[src/rtl/pinchg_pkg.sv]
package pinchg_pkg;
  localparam int unsigned NPINS  = 8;
  localparam int unsigned AW     = 2;
  localparam int unsigned FLAG_B = 5;
  localparam int unsigned GRP_B  = 5;

  typedef enum logic [AW-1:0] {
    A_MASK = 2'd0,
    A_CTRL = 2'd1,
    A_FLAG = 2'd2
  } reg_sel_e;
endpackage

[src/rtl/pinchg_sync.sv]
module pinchg_sync #(
  parameter int unsigned W      = 8,
  parameter int unsigned STAGES = 2
) (
  input  logic         clk,
  input  logic         rst_n,
  input  logic [W-1:0] d,
  output logic [W-1:0] q
);
  for (genvar i = 0; i < W; i++) begin : g_pin
    logic [STAGES-1:0] chain;
    always_ff @(posedge clk or negedge rst_n) begin
      if (!rst_n) chain <= '0;
      else        chain <= {chain[STAGES-2:0], d[i]};
    end
    assign q[i] = chain[STAGES-1];
  end
endmodule

[src/rtl/pinchg_detect.sv]
module pinchg_detect #(
  parameter int unsigned W = 8
) (
  input  logic         clk,
  input  logic         rst_n,
  input  logic [W-1:0] level,
  input  logic [W-1:0] mask,
  input  logic         grp_en,
  output logic         event_o
);
  logic [W-1:0] last;
  logic [W-1:0] toggled;

  always_ff @(posedge clk or negedge rst_n) begin
    if (!rst_n) last <= '0;
    else        last <= level;
  end

  assign toggled = (level ^ last) & mask;
  assign event_o = grp_en & (|toggled);
endmodule

[src/rtl/pinchg_regs.sv]
module pinchg_regs
  import pinchg_pkg::*;
#(
  parameter int unsigned W = NPINS
) (
  input  logic          clk,
  input  logic          rst_n,
  input  logic [AW-1:0] addr,
  input  logic          we,
  input  logic [7:0]    wdata,
  input  logic          set_evt,
  input  logic          ack,
  output logic [W-1:0]  mask,
  output logic          grp_en,
  output logic          flag,
  output logic [7:0]    rdata
);
  logic wr_clr;

  assign wr_clr = we && (addr == A_FLAG) && wdata[FLAG_B];

  always_ff @(posedge clk or negedge rst_n) begin
    if (!rst_n) begin
      mask   <= '0;
      grp_en <= 1'b0;
      flag   <= 1'b0;
    end else begin
      if (we && addr == A_MASK) mask   <= wdata[W-1:0];
      if (we && addr == A_CTRL) grp_en <= wdata[GRP_B];
      if (set_evt)                 flag <= 1'b1;
      else if (ack || wr_clr)      flag <= 1'b0;
    end
  end

  always_comb begin
    rdata = '0;
    unique case (addr)
      A_MASK:  rdata[W-1:0]  = mask;
      A_CTRL:  rdata[GRP_B]  = grp_en;
      A_FLAG:  rdata[FLAG_B] = flag;
      default: rdata = '0;
    endcase
  end
endmodule

[src/rtl/pinchg_irq.sv]
module pinchg_irq
  import pinchg_pkg::*;
(
  input  logic             clk,
  input  logic             rst_n,
  input  logic [NPINS-1:0] pins,
  input  logic             gie,
  input  logic             vec_ack,
  input  logic [AW-1:0]    reg_addr,
  input  logic             reg_we,
  input  logic [7:0]       reg_wdata,
  output logic [7:0]       reg_rdata,
  output logic             irq
);
  logic [NPINS-1:0] pins_s;
  logic [NPINS-1:0] mask;
  logic             grp_en;
  logic             flag;
  logic             chg_evt;

  pinchg_sync #(.W(NPINS), .STAGES(2)) u_sync (
    .clk(clk), .rst_n(rst_n), .d(pins), .q(pins_s)
  );

  pinchg_detect #(.W(NPINS)) u_det (
    .clk(clk), .rst_n(rst_n), .level(pins_s), .mask(mask),
    .grp_en(grp_en), .event_o(chg_evt)
  );

  pinchg_regs #(.W(NPINS)) u_regs (
    .clk(clk), .rst_n(rst_n), .addr(reg_addr), .we(reg_we),
    .wdata(reg_wdata), .set_evt(chg_evt), .ack(vec_ack),
    .mask(mask), .grp_en(grp_en), .flag(flag), .rdata(reg_rdata)
  );

  assign irq = flag & grp_en & gie;
endmodule

[config.mk]
export PLATFORM = sky130hd
export DESIGN_NAME = pinchg_irq
export DESIGN_NICKNAME = d
export VERILOG_FILES = /design/src/rtl/pinchg_pkg.sv /design/src/rtl/pinchg_sync.sv /design/src/rtl/pinchg_detect.sv /design/src/rtl/pinchg_regs.sv /design/src/rtl/pinchg_irq.sv
export SDC_FILE = /design/constraint.sdc
export NUM_CORES = 1
export LEC_CHECK = 0
export ABC_AREA = 1
export ABC_CLOCK_PERIOD_IN_PS = 1600
export CORE_UTILIZATION = 51
export DETAILED_ROUTE_END_ITERATION = 10
export GPL_ROUTABILITY_DRIVEN = 0
export GPL_TIMING_DRIVEN = 0
export PLACE_DENSITY = 0.9
export SLEW_MARGIN = 20
export SYNTH_ARGS = -nofsm -noshare
export SYNTH_HDL_FRONTEND = slang
export SYNTH_SLANG_ARGS = --single-unit
[constraint.sdc]
create_clock -name clk -period 1.6 [get_ports clk]
set_input_delay 0.4 -clock clk [delete_from_list [all_inputs] [get_ports clk]]
set_output_delay 0.4 -clock clk [all_outputs]
set_load 0.02 [all_outputs]
== After elaboration in Yosys (flattened, before gate mapping) ==
Cells that the tools add are included.
Widths: inputs -> output; s select.

* Register bits after elaboration: 34
* Input bits: 23
* Output and inout bits: 9
* Word-level logic and storage cells: 32

* Equality and inequality tests: 2
* Multiplexer cells: 5
* Bitwise operators: 5
* Reduce and logical (&&, ||, !) cells: 8

{| class="wikitable"
|+ Operators with widths
! cell !! count
|-
| $and 8x8->8 || 1
|-
| $reduce_or 8->1 || 1
|-
| $xor 8x8->8 || 1
|-
| $mux 5 || 1
|-
| $logic_and 1x1->1 || 4
|-
| $and 1x1->1 || 3
|-
| $pmux 1 s3 || 1
|-
| $eq 2x1->1 const B || 1
|-
| $eq 2x2->1 const B || 1
|-
| $logic_not 2->1 || 1
|-
| $mux 1 || 2
|-
| $mux 2 || 1
|-
| $reduce_bool 2->1 || 1
|-
| $logic_or 1x1->1 || 1
|}

== Longest topological paths before layout ==
* Word-level depth: 6
* Mapped depth: 8
* Mapped depth without buffers: 8

== By module ==
A second synthesis with hierarchy kept.

* Cell total of the unflattened synthesis: 154
* Area, all modules: 1,386.3 um^2

{| class="wikitable"
|+ Modules (own cells, without submodules)
! module !! instances !! cells an instance !! area each (um^2) !! sequential area each (um^2)
|-
| pinchg_regs || 1 || 71 || 520.5 || 250.2
|-
| pinchg_sync || 1 || 24 || 460.4 || 400.4
|-
| pinchg_detect || 1 || 56 || 391.6 || 200.2
|-
| pinchg_irq || 1 || 3 || 13.8 || 0.0
|}

== Worst setup path after synthesis ==
No wires, ideal clock.

* Path kind: input to output
* From: input port reg_addr[1]
* To: output port reg_rdata[5]
* Data arrival time: 1.317 ns
* Required time: 1.200 ns
* Setup slack: -0.117 ns
* Stages on the path: 2
* Path buffers: 0
* Cells stage by stage: inv_1 -> o311ai_0

* Word-level cells in the longest chain between the ends: 2
* Elaborated cells on any way between the ends: 4
* Classes of those cells: eq/ne: 2; mux: 1; reduce/logical: 1

{| class="wikitable"
|+ RTL lines
! what !! line !! source
|-
| from (decl) || pinchg_irq.sv:9 || <nowiki>input logic [AW-1:0] reg_addr,</nowiki>
|-
| $eq 2x2->1, or another cell as far along || pinchg_regs.sv:37 || <nowiki>unique case (addr)</nowiki>
|-
| $pmux 1 s3 * || pinchg_regs.sv:37 ||
|-
| to (decl) || pinchg_irq.sv:12 || <nowiki>output logic [7:0] reg_rdata,</nowiki>
|}

Every way passes the cells marked *; elsewhere a longest branch is shown, timed or not.

== Worst setup path after layout ==
* From: input port reg_addr[0]
* To: output port reg_rdata[4]

* Word-level cells in the longest chain between the ends: 2

{| class="wikitable"
|+ RTL lines
! what !! line
|-
| $logic_not 2->1 || pinchg_regs.sv:37
|-
| $mux 5 || pinchg_regs.sv:37
|}

Every way passes these cells.

==> impl_metrics.yaml <==
place:
  io_buffers: 31
  hpwl_mm: 1.75
  post-place-ws_ns: -0.840
  placed_area_sq_um: 1650
cts:
  cts_hold_buf: 0
  clk_pin_slew_ns: 0.09
  clkLatencyLatePin_ns: 0.32
  clockBufferDepth: 2
  cts_root_buf: "clkbuf_4"
  numCtsBuffers: 5
  clock_sinks: 34
  tritoncts: "done"
  h-tree-depth: 2
flow_run:
  drv_cap: 0
logic_synthesis:
  syn_area_per_cell_sq_um: 10.1
  ys_types: 15
  syn-cell-area_sq_um: 1310
  ys_ff_latch: 34
  syn_nets: 153
  yosysWarnings: 0
  ys_seq_area_share_pct: 64.9
  synthCells: 130
setup_path:
  crit_path_start: "reg_addr[0]"
  endpoint_kind: "primary output"
  rrSetupSlack_ns: 0.60
  rr_startpoint: "u_sync.g_pin[4].chain[1]$_DFF_PN0_"
  arrival_ns: 1.16
  crit_fanout: 7
  worstSetupPathType: "in2out"
  worst-r2r-cell-count: 8
  required_ns: 1.20
  r2r_end: "u_regs.flag$_DFFE_PN0P_"
  start_kind: "input pin"
die:
  rows: 18
  die_x_um: 52.7
  io_pins: 32
  core_area_sq_um: 2450
  die_area_sq_um: 2780
  initial_core_util_pct: 53.4
  die_h_um: 52.7
global_routing:
  grtUsageTotal_pct: 20.1
  grt_pass1_vias: 914
  antenna_found_initial: 0
  grt.overflow.total: 0
  grt_max_degree: 35
  grt_pass1_wl_mm: 3.76
route:
  drc_errors: 0
  drt_iter0_drc: 14
  wire_per_inst_um: 12.1
  dr.pass1.iters: 4
  viasPerCell: 4.85
  drtAntennaViolNets: 0
  num_vias: 966
  routed_wl_mm: 2.41
layout:
  fin_nets: 193
  fill_cells: 193
  mostFrequentLayoutCell: "dfrtp_1"
  mostFrequentLayoutCells: "dfrtp_1, nand2_1, inv_1"
  insertedDiodeCount: 0
  area.growth.synth_to_final_pct: 29.2
  drive_above_1_share_pct: 21.9
  stdcell_area_sq_um: 1690
  final_util_pct: 69.0
sta:
  tns_ns: 0
  relSlewSlack_pct: 51.4
  max_slew.worst_pin.slew_ns: 0.729
  period_needed_ns: 1.56
  finalMaxSlewViolations: 0
  setup_violations: 0
  post-route-period-util_pct: 97.2
  setup_ws_ns: 0.0448
  hold_viol: 0
  clock_skew_ns: 0.00482
  fmax_mhz: 643
power_and_ir_drop:
  leakagePower_uw: 0.000892
  irDropWorstVdd_uv: 852
  p_per_area_nw_per_um2: 1000
status:
  outcome: "complete, no violations"
hold_path:
  hp-class: "in2async"
-- metal layers --
layer	GRT usage [%]	wire [um]	up-vias
met5	0	0	-
met3	7.83	137	2
met2	35.4	1270	26
met4	5.26	23	0
li1	-	-	473
met1	22.3	977	465
-- repair_timing --
item                       4_1_cts  5_1_grt
setup buffers                    1        1
pin swaps                        2        2
setup endpoints to repair        9        8
gates resized for setup         48        5
-- cells in the mapped netlist --
cell type  number  area (sq um)
o21ai_0         1          5.00
o21ai_2         1          8.76
inv_1          27           101
nand2_4         1          11.3
nor2_1         16          60.1
and3_1          1          6.26
nand3_1        10          50.1
nor2_4          1          11.3
o31ai_1         1          7.51
buf_12          1          20.0
o311ai_0        1          8.76
nand2_1        27           101
nor2_2          1          6.26
dfrtp_1        34           851
a21oi_2         7          61.3
-- sequential cells by signal (all words and copies together), names as in the netlist --
name / flops
u_regs.mask: 8
u_regs.flag: 1
u_regs.grp_en: 1
u_sync.g_pin.chain: 16
u_det.last: 8
-- cells by family (layout without fill, tap and decap cells) --
logic type / after synthesis / after routing / share of synthesized area (%)
simple gates: 57 / 57 / 18.8
compound gates: 11 / 11 / 6.97
buf+inv: 28 / 67 / 9.26
flops: 34 / 34 / 64.9
-- worst max path at each step --
stage	end	depth (start not counted)
after floorplan	reg_rdata[5]	2
after global placement	reg_rdata[1]	5
after detailed placement	reg_rdata[4]	5
after CTS	reg_rdata[5]	3
after global routing	reg_rdata[4]	5
final	reg_rdata[4]	5
-- where the power goes --
part	internal [uW]	total, uW	switching, uW
Sequential	931	972	40.9
Clock	198	445	247
Combinational	130	282	152
-- critical path: stages --
cell and delay [ns]:
clkdlybuf4s15_2 0.24, nor2_4 0.17, inv_4 0.08, nor2_1 0.11, buf_4 0.16
-- metrics by stage --
| stage | hold slack (ns) | cells | power [uW] |
|---|---|---|---|
| after floorplan | 0.104 | 130 | 1130 |
| after global placement | 0.332 | 191 | 1260 |
| after detailed placement | 0.335 | 191 | 1280 |
| after CTS | 0.131 | 198 | 1710 |
| after global routing | 0.157 | 199 | 1780 |
| final | 0.120 | 199 | 1700 |
-- layout make-up --
| type | count | area (sq um) | area share [%] |
|---|---|---|---|
| flip-flops and latches | 34 | 851 | 50.3 |
| multi-input cells | 68 | 348 | 20.5 |
| repair buffers | 33 | 282 | 16.6 |
| inverters | 27 | 104 | 6.13 |
| clock buffers | 6 | 51.3 | 3.03 |
| well taps | 30 | 37.5 | 2.22 |
| plain buffers | 1 | 20.0 | 1.18 |
(Power assumes the default switching activity.)
